## config.mk

```make
export PLATFORM = sky130hd
export DESIGN_NAME = eeprom_wr_slave
export DESIGN_NICKNAME = d
export VERILOG_FILES = /design/src/rtl/eeprom_wr_slave.sv
export SDC_FILE = /design/constraint.sdc
export NUM_CORES = 1
export LEC_CHECK = 0
export ABC_AREA = 1
export BUFFER_PORTS_ARGS = -buffer_cell sky130_fd_sc_hd__clkbuf_2
export CAP_MARGIN = 25
export CORE_MARGIN = 3
export CORE_UTILIZATION = 51
export DETAILED_ROUTE_END_ITERATION = 12
export PLACE_DENSITY_LB_ADDON = 0.12
export SYNTH_ARGS = -nofsm -noshare
export SYNTH_HDL_FRONTEND = slang
export SYNTH_SLANG_ARGS = --single-unit
```

## constraint.sdc

```tcl
create_clock -name clk -period 2.5 [get_ports clk]
set_clock_uncertainty 0.05 [all_clocks]
set_input_delay 0.375 -clock clk [delete_from_list [all_inputs] [get_ports clk]]
set_output_delay 0.375 -clock clk [all_outputs]
set_load 0.005 [all_outputs]
```

## src/rtl/eeprom_wr_slave.sv

```systemverilog
module eeprom_wr_slave #(
  parameter logic [6:0] DEV_ADDR = 7'h50,
  parameter int ADDR_W = 13,
  parameter int PAGE_W = 6,
  parameter int BLK_W = 2,
  parameter int WR_CYCLES = 200
) (
  input  logic                    clk,
  input  logic                    rst_n,
  input  logic                    scl_i,
  input  logic                    sda_i,
  input  logic [(1<<BLK_W)-1:0]   prot_i,
  output logic                    sda_oe_o,
  output logic                    busy_o,
  output logic                    mem_we_o,
  output logic [ADDR_W-1:0]       mem_addr_o,
  output logic [7:0]              mem_wdata_o
);
  localparam int PAGE  = 1 << PAGE_W;
  localparam int PG_W  = ADDR_W - PAGE_W;
  localparam int CNT_W = $clog2(WR_CYCLES + 1);

  typedef enum logic [2:0] {S_IDLE, S_DEV, S_AHI, S_ALO, S_DATA, S_IGN, S_BUSY} st_t;

  st_t              st;
  logic [2:0]       scl_q, sda_q;
  logic [7:0]       shreg, ahi;
  logic [3:0]       bitcnt;
  logic             ack_ph;
  logic [PG_W-1:0]  page;
  logic [PAGE_W-1:0] ofs;
  logic [PAGE-1:0]  vld;
  logic [7:0]       pbuf [PAGE];
  logic [CNT_W-1:0] cnt;
  logic             ack_ok;

  wire scl_rise = scl_q[1] & ~scl_q[2];
  wire scl_fall = ~scl_q[1] & scl_q[2];
  wire start_c  = scl_q[1] & scl_q[2] & ~sda_q[1] & sda_q[2];
  wire stop_c   = scl_q[1] & scl_q[2] & sda_q[1] & ~sda_q[2];
  wire in_xfer  = st inside {S_DEV, S_AHI, S_ALO, S_DATA};
  wire byte_done = in_xfer && !start_c && !stop_c && scl_fall && !ack_ph && bitcnt == 4'd8;
  wire data_wr  = byte_done && st == S_DATA && ack_ok;
  wire [ADDR_W-1:0] word_addr = ADDR_W'({ahi, shreg});
  wire blk_prot = prot_i[page[PG_W-1 -: BLK_W]];
  wire [PAGE_W-1:0] cofs = cnt[PAGE_W-1:0];
  wire in_pg = ~|cnt[CNT_W-1:PAGE_W];

  always_comb begin
    case (st)
      S_DEV:   ack_ok = shreg[7:1] == DEV_ADDR && !shreg[0];
      S_DATA:  ack_ok = !blk_prot;
      default: ack_ok = 1'b1;
    endcase
  end

  always_ff @(posedge clk or negedge rst_n) begin
    if (!rst_n) begin
      st       <= S_IDLE;
      scl_q    <= '1;
      sda_q    <= '1;
      shreg    <= '0;
      ahi      <= '0;
      bitcnt   <= '0;
      ack_ph   <= 1'b0;
      page     <= '0;
      ofs      <= '0;
      vld      <= '0;
      cnt      <= '0;
      sda_oe_o <= 1'b0;
    end else begin
      scl_q <= {scl_q[1:0], scl_i};
      sda_q <= {sda_q[1:0], sda_i};
      if (st == S_BUSY) begin
        sda_oe_o <= 1'b0;
        cnt <= cnt + 1'b1;
        if (cnt == CNT_W'(WR_CYCLES - 1)) begin
          st  <= S_IDLE;
          vld <= '0;
        end
      end else if (start_c) begin
        st       <= S_DEV;
        bitcnt   <= '0;
        ack_ph   <= 1'b0;
        vld      <= '0;
        sda_oe_o <= 1'b0;
      end else if (stop_c) begin
        bitcnt   <= '0;
        ack_ph   <= 1'b0;
        sda_oe_o <= 1'b0;
        if (st == S_DATA && |vld && bitcnt < 4'd2) begin
          st  <= S_BUSY;
          cnt <= '0;
        end else begin
          st  <= S_IDLE;
          vld <= '0;
        end
      end else if (in_xfer) begin
        if (scl_rise && bitcnt < 4'd8) begin
          shreg  <= {shreg[6:0], sda_q[1]};
          bitcnt <= bitcnt + 1'b1;
        end else if (scl_fall && ack_ph) begin
          sda_oe_o <= 1'b0;
          ack_ph   <= 1'b0;
          bitcnt   <= '0;
          if (!sda_oe_o) st <= S_IGN;
        end else if (byte_done) begin
          ack_ph   <= 1'b1;
          sda_oe_o <= ack_ok;
          case (st)
            S_DEV: if (ack_ok) st <= S_AHI;
            S_AHI: begin ahi <= shreg; st <= S_ALO; end
            S_ALO: begin
              page <= word_addr[ADDR_W-1:PAGE_W];
              ofs  <= word_addr[PAGE_W-1:0];
              st   <= S_DATA;
            end
            S_DATA: if (ack_ok) begin
              vld[ofs] <= 1'b1;
              ofs      <= ofs + 1'b1;
            end
            default: ;
          endcase
        end
      end
    end
  end

  always_ff @(posedge clk) begin
    if (data_wr) pbuf[ofs] <= shreg;
  end

  assign busy_o      = st == S_BUSY;
  assign mem_we_o    = busy_o && in_pg && vld[cofs];
  assign mem_addr_o  = {page, cofs};
  assign mem_wdata_o = pbuf[cofs];

  assert_sda_scl_low_R3: assert property (@(posedge clk) disable iff (!rst_n)
    !$stable(sda_oe_o) |-> !scl_q[1]);
  assert_no_prot_write_R4: assert property (@(posedge clk) disable iff (!rst_n)
    mem_we_o |-> !prot_i[mem_addr_o[ADDR_W-1 -: BLK_W]]);
  assert_page_fixed_R5: assert property (@(posedge clk) disable iff (!rst_n)
    busy_o && $past(busy_o) |-> mem_addr_o[ADDR_W-1:PAGE_W] == $past(mem_addr_o[ADDR_W-1:PAGE_W]));
  assert_commit_on_stop_R7: assert property (@(posedge clk) disable iff (!rst_n)
    $rose(busy_o) |-> $past(stop_c));
  assert_quiet_busy_R8: assert property (@(posedge clk) disable iff (!rst_n)
    busy_o |-> !sda_oe_o);
endmodule

```

==> summary.md <==
| Metric | Value |
|---|---|
| Status | `finished, violations left` |
| Failing checks | `setup timing` |
| Maximum resistive drop on vdd | `~0.63 mV` |
| RSZ-0062 raised after global routing | `true` |
| Initial antenna violation count | `1` |
| Mux contribution to synthesized area | `0.243%` |
| Die ar. | `approximately 0.057 mm²` |
| Die height | `around 240 µm` |
| FF-to-FF End | `vld[45]` |
| Worst setup EP type | `output port` |
| Critical R2R Launch | `cnt[0]` |
| FMAX | `approximately 0.32 GHz` |
| GRT overflow | `0` |
| Synth unique cells | `42` |
| Syn Nets | `around 2.7k` |
| DP Area | `around 0.030 mm²` |
| Clk sink count | `around 630` |
| WP data arrival | `2680 ps` |
| Final Hold Viols | `0` |
| Post-route DRC | `0` |
| Final Max Tran Viols | `0` |
| Via count | `roughly 22k` |
| Critical Path RT | `2080 ps` |
| Crit path launch type | `flop` |
| Share of the synthesized area in the top cell type | `between 50 and 60%` |
| Simple logic cell fraction of the synthesized area | `about 20%` |
| XOR/XNOR Fraction of Synth Area | `less than 1%` |
| Most frequent cells in the layout | `nand2_1, edfxtp_1, nor2_1` |
| Antenna Nets Post-Route | `0` |
| R2R setup slack | `-120 ps` |
| Die width | `239 µm` |
| Number of inserted diodes | `0` |
| Mapped cell area | `approximately 0.028 mm²` |
| Type of the tightest min-delay check | `input port to async pin` |
| Number of DRC markers in iteration 0 | `2538` |
| Critical path fanouts, max | `17` |
| Tot GR Track Use | `28.7%` |
| Clock Tree Buf Depth | `3` |
| Initial core utilization | `between 50% and 60%` |
| Final worst slack | `-602 ps` |
| Compound-Gate Fraction of Synth Area | `a little under a tenth` |
| IO buf count | `31` |
| Synthesized-area fraction occupied by adder cells | `less than 1%` |
| Io pins | `32` |
| Num CTS Buffers | `67` |
| Row cnt | `84` |
| Fraction of layout cells with a size suffix above 1 | `17.0%` |
| Drt via density | `6.03` |
| Final setup fails | `73` |
| Yosys top cell by area | `edfxtp_1` |
| Synthesized area per cell | `roughly 10 µm²` |
| Crit share post-route | `124%` |
| Sequential area share after synthesis | `between 60% and 70%` |
| Placer Congestion | `0.868` |
| Avg WL per Cell | `23.3 µm` |
| Leakage | `13.0 nW` |
| Pwr/cell area | `between 1000 and 1500 mW/mm²` |
| Post-DP HPWL | `roughly 46000 µm` |
| Clock root buffer | `clkbuf_16` |
| Worst Tran Pin Value | `around 900 ps` |
| Reg2reg path depth | `15` |
| Clock transition at path regs | `about 60 ps` |
| Rel. slew slack | `just over 40%` |
| Clk Latency, worst-skew pair | `600 ps` |
| Post-Synthesis Cells | `between 2k and 3k` |
| Main combinational cell family by area after synthesis | `simple AND/OR/NAND/NOR gates` |
| Commonest non-fill, non-tap cell in the layout | `nand2_1` |
| Final nets | `2884` |
| Largest net degree at the start of global routing | `68` |
| Max_cap viols | `0` |
| Kind of critical path | `flop to output port` |
| Routed wire length | `~84000 µm` |
| #FFs+latches synth | `625` |
| Area Growth Syn to Fin | `19.4%` |
| Yosys warning total | `0` |
| H-Tree Depth | `3` |
| Vias in the first global route | `a little over 20k` |
| Final Util | `approximately 62%` |
| Core footprint | `between 0.05 and 0.06 mm²` |
| Number of detailed-route iterations in the first pass | `6` |
| Final instance area | `between 0.03 and 0.04 mm²` |
| CTS tree | `yes` |
| Post-route minimum period | `roughly 3100 ps` |
| First-pass GRT wire length | `126000 µm` |
| Largest cells by area after synthesis | `edfxtp_1, dfrtp_1, nand2_1` |
sequential cells by signal, indices dropped and copies added, names as in the netlist, 4 cells and up:
signal  count
pbuf      512
ahi         5
page        7
shreg       8
vld        64
bitcnt      4
cnt         8
ofs         6
worst max-delay path, cell delays in order, from the launching register on:
cell and delay (ps):
dfrtp_4 510, buf_12 170, inv_16 100, buf_12 120, buf_16 150, o21ai_0 100
o22ai_1 190, nand2_1 90, nand2_1 70, nor2_1 70, nor2_4 220, nand2_2 70
nand2_2 80, clkbuf_2 110
worst max path at each step:
stage / start / to / cells past startpoint
global placement: cnt[0] / mem_wdata_o[6] / 12
floorplan: st[1] / pbuf[28][0] / 8
global route: cnt[0] / mem_wdata_o[7] / 13
CTS: cnt[0] / mem_wdata_o[1] / 13
finish: cnt[0] / mem_wdata_o[0] / 13
detailed placement: cnt[1] / mem_wdata_o[0] / 11
power breakdown:
group | switching (mW) | total [mW] | internal [mW]
sequential | 0.135 | 12.6 | 12.4
clock | 3.96 | 9.39 | 5.43
combinational | 7.86 | 12.6 | 4.71
total | 12.0 | 34.5 | 22.6
per-stage QoR:
| step | cells | power (mW) | TNS, ps | hold WS, ps | worst slack (ps) |
|---|---|---|---|---|---|
| 5_1_grt | 3609 | 36.0 | -15260 | 309 | -700 |
| 3_3_place_gp | 3433 | 22.4 | -145 | 298 | -58.0 |
| 2_1_floorplan | 2731 | 18.6 | 0 | 29.4 | 218 |
| 6_report | 3609 | 34.5 | -9000 | 297 | -602 |
| 4_1_cts | 3586 | 33.6 | -4980 | 290 | -568 |
| 3_5_place_dp | 3433 | 22.6 | -194 | 300 | -83.5 |
final cells by class:
cell class	count	area (µm²)
fillers	4240	20100
flip-flops and latches	625	18200
multi-input cells	1851	8750
repair buffers	263	3040
clock buffers	91	1910
well taps	688	861
inverters	64	264
clock inverters	26	146
repair inverters	1	16.3
logic make-up after synthesis:
| family | after synthesis |
|---|---|
| DFF | 625 |
| adders and majority gates | 3 |
| xor gates and xnor gates | 2 |
| AOI/OAI and AO/OA | 477 |
| and+or+nand+nor | 1362 |
| buffers and inverters | 256 |
| muxes | 6 |
cell usage after synthesis, drive strengths merged:
library cell and instances:
inv 61, edfxtp 512, nor4 1, mux2 6
o31ai 9, nand2 624, ha 3, a21boi 1
dfstp 6, dfrtp 107, a31oi 2, buf 83
clkbuf 109, nor2 396, nand3 207, a22oi 1
or2 1, a21oi 52, o22ai 72, clkinv 3
a211oi 10, nand4 4, xor2 2, nor3 129
o211ai 22, o21ai 307, o21bai 1
timing repair:
item                                    CTS  global route
gates cloned                             13            17
setup buffers                            20             6
endpoints found under the hold margin    40             0
pin swaps                                20            27
endpoints found under the setup margin   10            84
hold buffers                              3             0
gates resized for setup                  97            60
layer usage:
metal  GRT usage, %  share of wire (%)  up-vias
met2           44.9                 47     1041
li1               -                  -     9811
met1           40.8                 41    10700
met5              0                  0        -
met4           10.0                3.7        0
met3           5.14                8.4      205
(Power assumes the default switching activity.)
